**config.mk**
```make
export PLATFORM = sky130hd
export DESIGN_NAME = vec_cond_flags
export DESIGN_NICKNAME = d
export VERILOG_FILES = /design/src/rtl/vec_cond_flags.sv
export SDC_FILE = /design/constraint.sdc
export NUM_CORES = 1
export LEC_CHECK = 0
export BUFFER_PORTS_ARGS = -buffer_cell sky130_fd_sc_hd__buf_4
export CORE_AREA = 2 2 270 272
export CTS_CLUSTER_DIAMETER = 30
export DETAILED_ROUTE_END_ITERATION = 16
export DIE_AREA = 0 0 272 274
export RECOVER_POWER = 50
export SLEW_MARGIN = 20
export SYNTH_ARGS = -nofsm -noshare
export SYNTH_HDL_FRONTEND = slang
export SYNTH_SLANG_ARGS = --single-unit
```
**constraint.sdc**
```tcl
create_clock -name clk -period 2.6 [get_ports clk]
set_clock_uncertainty 0.05 [all_clocks]
set_input_delay 0.52 -clock clk [delete_from_list [all_inputs] [get_ports clk]]
set_output_delay 0.52 -clock clk [all_outputs]
set_load 0.01 [all_outputs]
```
**src/rtl/vec_cond_flags.sv**
```systemverilog
module vec_cond_flags #(
  parameter int LANES = 16
) (
  input  logic                 clk,
  input  logic                 rst_n,
  input  logic                 wr_en,
  input  logic [2:0]           op_bits,
  input  logic [1:0]           op_class,
  input  logic [LANES*9-1:0]   lane_res,
  input  logic [LANES*8-1:0]   src_a,
  input  logic [LANES*8-1:0]   src_b,
  input  logic [LANES*8-1:0]   src_c,
  input  logic                 ld_en,
  input  logic [1:0]           ld_sel,
  input  logic [2*LANES-1:0]   ld_data,
  output logic [8*LANES-1:0]   cond_q
);
  localparam int WW = 2 * LANES;
  localparam int NW = 4;

  logic [LANES-1:0] sgn, zf;
  logic [WW-1:0]    word_q [NW];
  logic             ins_go;

  assign ins_go = wr_en && !op_bits[2];

  for (genvar l = 0; l < LANES; l++) begin : g_lane
    logic [8:0] r;
    logic [7:0] a, b, c;
    assign r = lane_res[9*l +: 9];
    assign a = src_a[8*l +: 8];
    assign b = src_b[8*l +: 8];
    assign c = src_c[8*l +: 8];
    assign zf[l] = (r[7:0] == 8'd0);
    always_comb begin
      case (op_class)
        2'b00:   sgn[l] = r[7];
        2'b01:   sgn[l] = r[8];
        2'b10:   sgn[l] = 1'b0;
        default: sgn[l] = !((b < a) && (a < c));
      endcase
    end
  end

  for (genvar w = 0; w < NW; w++) begin : g_word
    always_ff @(posedge clk) begin
      if (!rst_n)
        word_q[w] <= '0;
      else if (ld_en && ld_sel == w[1:0])
        word_q[w] <= ld_data;
      else if (ins_go && op_bits[1:0] == w[1:0])
        word_q[w] <= {zf, sgn};
    end
    assign cond_q[WW*w +: WW] = word_q[w];

    assert_untouched_word_R3: assert property (@(posedge clk) disable iff (!rst_n)
      (!(wr_en && !op_bits[2] && op_bits[1:0] == w[1:0]) && !(ld_en && ld_sel == w[1:0]))
        |=> $stable(cond_q[WW*w +: WW]));

    assert_load_wins_R10: assert property (@(posedge clk) disable iff (!rst_n)
      (ld_en && ld_sel == w[1:0]) |=> cond_q[WW*w +: WW] == $past(ld_data));

    assert_logic_sign_clear_R6: assert property (@(posedge clk) disable iff (!rst_n)
      (wr_en && !op_bits[2] && op_bits[1:0] == w[1:0] && op_class == 2'b10 &&
       !(ld_en && ld_sel == w[1:0]))
        |=> cond_q[WW*w +: LANES] == '0);
  end

  assert_suppressed_R2: assert property (@(posedge clk) disable iff (!rst_n)
    (!(wr_en && !op_bits[2]) && !ld_en) |=> $stable(cond_q));

  assert_reset_clear_R1: assert property (@(posedge clk)
    !rst_n |=> cond_q == '0);

endmodule

```
==> results of run 1 <==
==> critical path, stage by stage <==
cell and delay, ns:
buf_4 0.11, ha_1 0.27, a2111oi_0 0.65, buf_4 0.23, o32ai_1 0.08, o41ai_2 0.44
o21ai_0 0.15
==> where the power goes <==
group / leakage (µW) / switching, µW / internal, µW
sequential: 0.00128 / 67.0 / 2460
combinational: 0.00775 / 1120 / 1210
clock: 0.000277 / 1160 / 1270
==> path summary, 6_finish.rpt <==
check         from             to  cells after the start
max      src_a[89]  word_q[2][11]                      7
min    ld_data[24]  word_q[1][24]                      3
==> cell families (layout without fill, tap and decap cells) <==
family                     count (synthesis)  in the layout
and+or+nand+nor                          339            339
AOI/OAI and AO/OA                        317            317
other                                      0              1
adders and majority gates                224            224
buffers and inverters                    276           1022
muxes                                     16             16
DFF                                      128            128
==> placed cells by master, fill, tap and decap left out, types with 6 or more instances in the layout <==
master,n
ha_1,224
a31oi_1,19
a32o_1,40
mux2i_1,16
a211oi_1,22
nand4_1,34
nor4_1,28
clkbuf_2,9
nand3_1,15
nor2_1,43
a21oi_1,12
buf_4,720
nor3_1,25
clkbuf_16,17
o22ai_1,10
o21a_1,7
edfxtp_1,128
o21ai_0,145
a211o_1,19
nand2_1,140
or4_4,10
inv_1,243
o32ai_1,6
a21o_1,6
nand2b_1,27
o41ai_2,6
a21boi_0,6
a2111oi_0,7
clkbuf_1,14
==> routing by layer <==
| layer | vias up | GRT usage | part of all wire |
|---|---|---|---|
| li1 | 6214 | - | - |
| met1 | 5976 | 0.172 | 0.39 |
| met2 | 559 | 0.275 | 0.50 |
| met3 | 66 | 0.0429 | 0.079 |
| met4 | 0 | 0.0668 | 0.032 |
| met5 | - | 0 | 0 |
==> final cells by class <==
type,instances,area (µm²)
clock inverters,15,145
repair buffers,747,5560
well taps,959,1200
inverters,243,912
fillers,7840,53100
clock buffers,17,425
diodes,1,2.50
multi-input cells,896,6830
flip-flops and latches,128,3840
==> per-stage QoR <==
step           setup TNS (ns)  cell area, µm²
4_1_cts                     0           19100
6_report                    0           18900
3_3_place_gp           -0.655           18500
3_5_place_dp           -0.609           18500
5_1_grt                     0           18900
2_1_floorplan               0           11700
==> flow_summary.ini, run 1 <==
[timing]
maxSlewViolCount = 0
period_share = 0.901
relSlewSlack = 0.0635
fmax_mhz = 427
grt_setup_unrepaired = false
whs_ns = 0.296
period_needed_ns = 2.34
timing.final.ws_setup_ns = 0.257
setup_viol = 0
tightest_slew_ns = 1.40
timing_hold_violations_final = 0

[synth]
async_flop_share = 0
synth_seq_cells = 128
synth_xor_area_frac = 0
synth_top_family_by_area = adder cells
post-synth-top-count-cell = inv_1
synth_compound_area_frac = 0.183
synth-simple-area-share = 0.142
synthTopCellsByCount = 243 x inv_1, 224 x ha_1, 145 x o21ai_0, 140 x nand2_1, 128 x edfxtp_1
syn_area_um2 = 11700
synthesis.nets = 2095
ys_seq_area_frac = 0.329
syn_inst = 1300
avgSynthCellArea_um2 = 8.98
yosysUniqueCellTypes = 36
synthAdderAreaFrac = 0.240
synth_edf_count = 128
ys.flop_type = edfxtp_1
yosys-top-cells-area = edfxtp_1 33%, ha_1 24%, inv_1 7.8%
synth_mux_area_frac = 0.0137
yosysWarnings = 0
synth_top_area_cell = edfxtp_1
synth_top_area_frac = 0.329

[route]
drc = 0
dr.pass1.iters = 5
vias = 12800
drt_wl_total_um = 59600
drt_iter0_drc = 662
final_antenna_net_count = 0
viasPerCell = 4.26
wire_per_inst_um = 19.8

[final_layout]
top_register = word_q
fin_util = 0.263
area_growth_pct = 62.1
reg_top3 = word_q (128)
fin_cells = 3006
drive_above_1_share = 0.387
fin_nets = 2828
largest_register_ffs = 128

[clocking]
cts_tree = yes
clockRootBuffer = clkbuf_16
cts-resized-gates = 0
clkSlewWorstSetupHoldPaths_ns = 0.07
cts.sinks = 128
htreeDepth = 4
holdBufCountCts = 0
cts-buffers-inserted = 17
cts_buffer_depth = 2
postCtsSetupBuffers = 0

[setup_path]
cp-start-kind = primary input
setup.worst_path.end_class = flip-flop
cp_max_fo = 4
crit_arrival_ns = 2.46
crit_required_ns = 2.72
worst-setup-path-type = primary input to flip-flop

[floorplan]
dieArea_um2 = 74500
core_um2 = 72000
start_util = 0.162
die_x_um = 272
die_h_um = 274
rows = 99
io_pins = 699

[global_routing]
grt_pass1_wl_um = 82500
grt_pass1_vias = 13100
grt_max_degree = 23
grt_overflow = 0
grtUsageTotal = 0.155
antenna_found_initial = 4

[placement]
place.gp.congestion = 0.885
dp_hpwl_um = 51200
portBuffers = 698
post-place-ws_ns = -0.166
dp.cells = 2973

[pwr]
ir_drop_uv = 267
p_leak_uw = 0.00930
p_per_area_nw_per_um2 = 385
p_total_uw = 7280

[hold_path]
min_path_type = primary input to flip-flop

[flow_run]
maxCapViolCount = 0

[outcome]
status = finished, final reports clean
(Power assumes the default switching activity.)
==> inputs of run 2 (changes only) <==
--- a/config.mk
+++ b/config.mk
@@ -10,7 +10,6 @@
 export CTS_CLUSTER_DIAMETER = 30
 export DETAILED_ROUTE_END_ITERATION = 16
 export DIE_AREA = 0 0 272 274
-export RECOVER_POWER = 50
 export SLEW_MARGIN = 20
 export SYNTH_ARGS = -nofsm -noshare
 export SYNTH_HDL_FRONTEND = slang
==> flow_summary.ini, run 2 (synthesis gave the netlist of run 1 again) <==
[outcome]
status = finished, final reports clean

[route]
vias = 12900
drt_wl_total_um = 59600
viasPerCell = 4.28
final_antenna_net_count = 0
drc = 0
dr.pass1.iters = 5
drt_iter0_drc = 617
wire_per_inst_um = 19.8

[timing]
whs_ns = 0.298
setup_viol = 0
fin_tns_setup_ns = 0
timing_hold_violations_final = 0
tightest_slew_ns = 0.880
maxSlewViolCount = 0
period_needed_ns = 2.34
period_share = 0.899
fmax_mhz = 428
timing.final.ws_setup_ns = 0.261
grt_setup_unrepaired = false
relSlewSlack = 0.414

[setup_path]
crit_required_ns = 2.74
cp_max_fo = 4
worst-setup-path-type = primary input to flip-flop
cp-start-kind = primary input
crit_arrival_ns = 2.48
critical_path.max_stage_delay_ns = 0.65
setup.worst_path.end_class = flip-flop
slowest_stage = a2111oi_0
path_cells = buf_4 -> ha_1 -> a2111oi_0 -> buf_4 -> o32ai_1 -> o41ai_2 -> o21ai_0
cp_common_cell = buf_4

[placement]
dp_hpwl_um = 51200
portBuffers = 698
place.gp.congestion = 0.885
post-place-ws_ns = -0.166
dpl_cell_area_um2 = 18500

[global_routing]
grt_max_degree = 23
grt_pass1_wl_um = 82500
antenna_found_initial = 4
grtUsageTotal = 0.155
grt_overflow = 0
grt_pass1_vias = 13100

[final_layout]
seq_area_um2 = 3840
final_cell_mix = 741 x buf_4, 243 x inv_1, 224 x ha_1
multi_input_area_um2 = 6840
final_common_cell = buf_4
fin_util = 0.265
drive_above_1_share = 0.395
area_growth_pct = 63.3
nFillCells = 7814
fin_nets = 2828
fin_area_um2 = 19100
reg_top3 = word_q (128)
top_register = word_q
largest_register_ffs = 128

[floorplan]
dieArea_um2 = 74500
die_x_um = 272
die_h_um = 274
io_pins = 699
core_um2 = 72000
start_util = 0.162
rows = 99

[pwr]
ir_drop_uv = 266
p_leak_uw = 0.00939
p_per_area_nw_per_um2 = 384

[clocking]
cts_buffer_depth = 2
clkSlewWorstSetupHoldPaths_ns = 0.07
clockRootBuffer = clkbuf_16
cts-resized-gates = 0
postCtsSetupBuffers = 0
cts_tree = yes
cts-buffers-inserted = 17
htreeDepth = 4
holdBufCountCts = 0
cts.sinks = 128

[flow_run]
maxCapViolCount = 0

[hold_path]
worstHoldPathCells = 3
min_path_type = primary input to flip-flop
run 2: cell count changes in the layout (fill, tap and decap cells not counted), sizes merged:
cell	previous run	this run
dlymetal6s2s	1	0
clkbuf	41	17
buf	722	747
run 2: critical path: cells and delay by family:
family	cells	cell delay [ns]
compound gates	4	1.35
fa+ha+maj	1	0.27
buf+inv	2	0.34
run 2: routing by layer:
metal	vias up	share of wire	GRT usage
met5	-	0	0
met4	0	0.033	0.0668
met3	74	0.080	0.0429
met2	597	0.50	0.275
met1	5981	0.39	0.172
li1	6217	-	-
run 2: report_power, final:
part           total, µW  internal (µW)  switching (µW)
sequential          2520           2460            67.1
combinational       2370           1240            1130
clock               2430           1270            1160
total               7310           4960            2350
run 2: metrics by stage:
stage	cells	power, µW
floorplan	1300	3460
global placement	2973	4940
detailed placement	2973	4960
CTS	3005	7460
global route	3006	7770
finish	3006	7310
run 2: path summary, 6_finish.rpt:
kind | startpoint | to
hold / removal | ld_data[24] | word_q[1][24]
setup / recovery | src_a[89] | word_q[0][11]
run 2: cell type report:
type | count | area share
well taps | 959 | 0.0630
inverters | 243 | 0.0479
multi-input cells | 896 | 0.359
diodes | 1 | 0.000131
repair buffers | 747 | 0.298
clock buffers | 17 | 0.0223
flip-flops and latches | 128 | 0.202
clock inverters | 15 | 0.00762
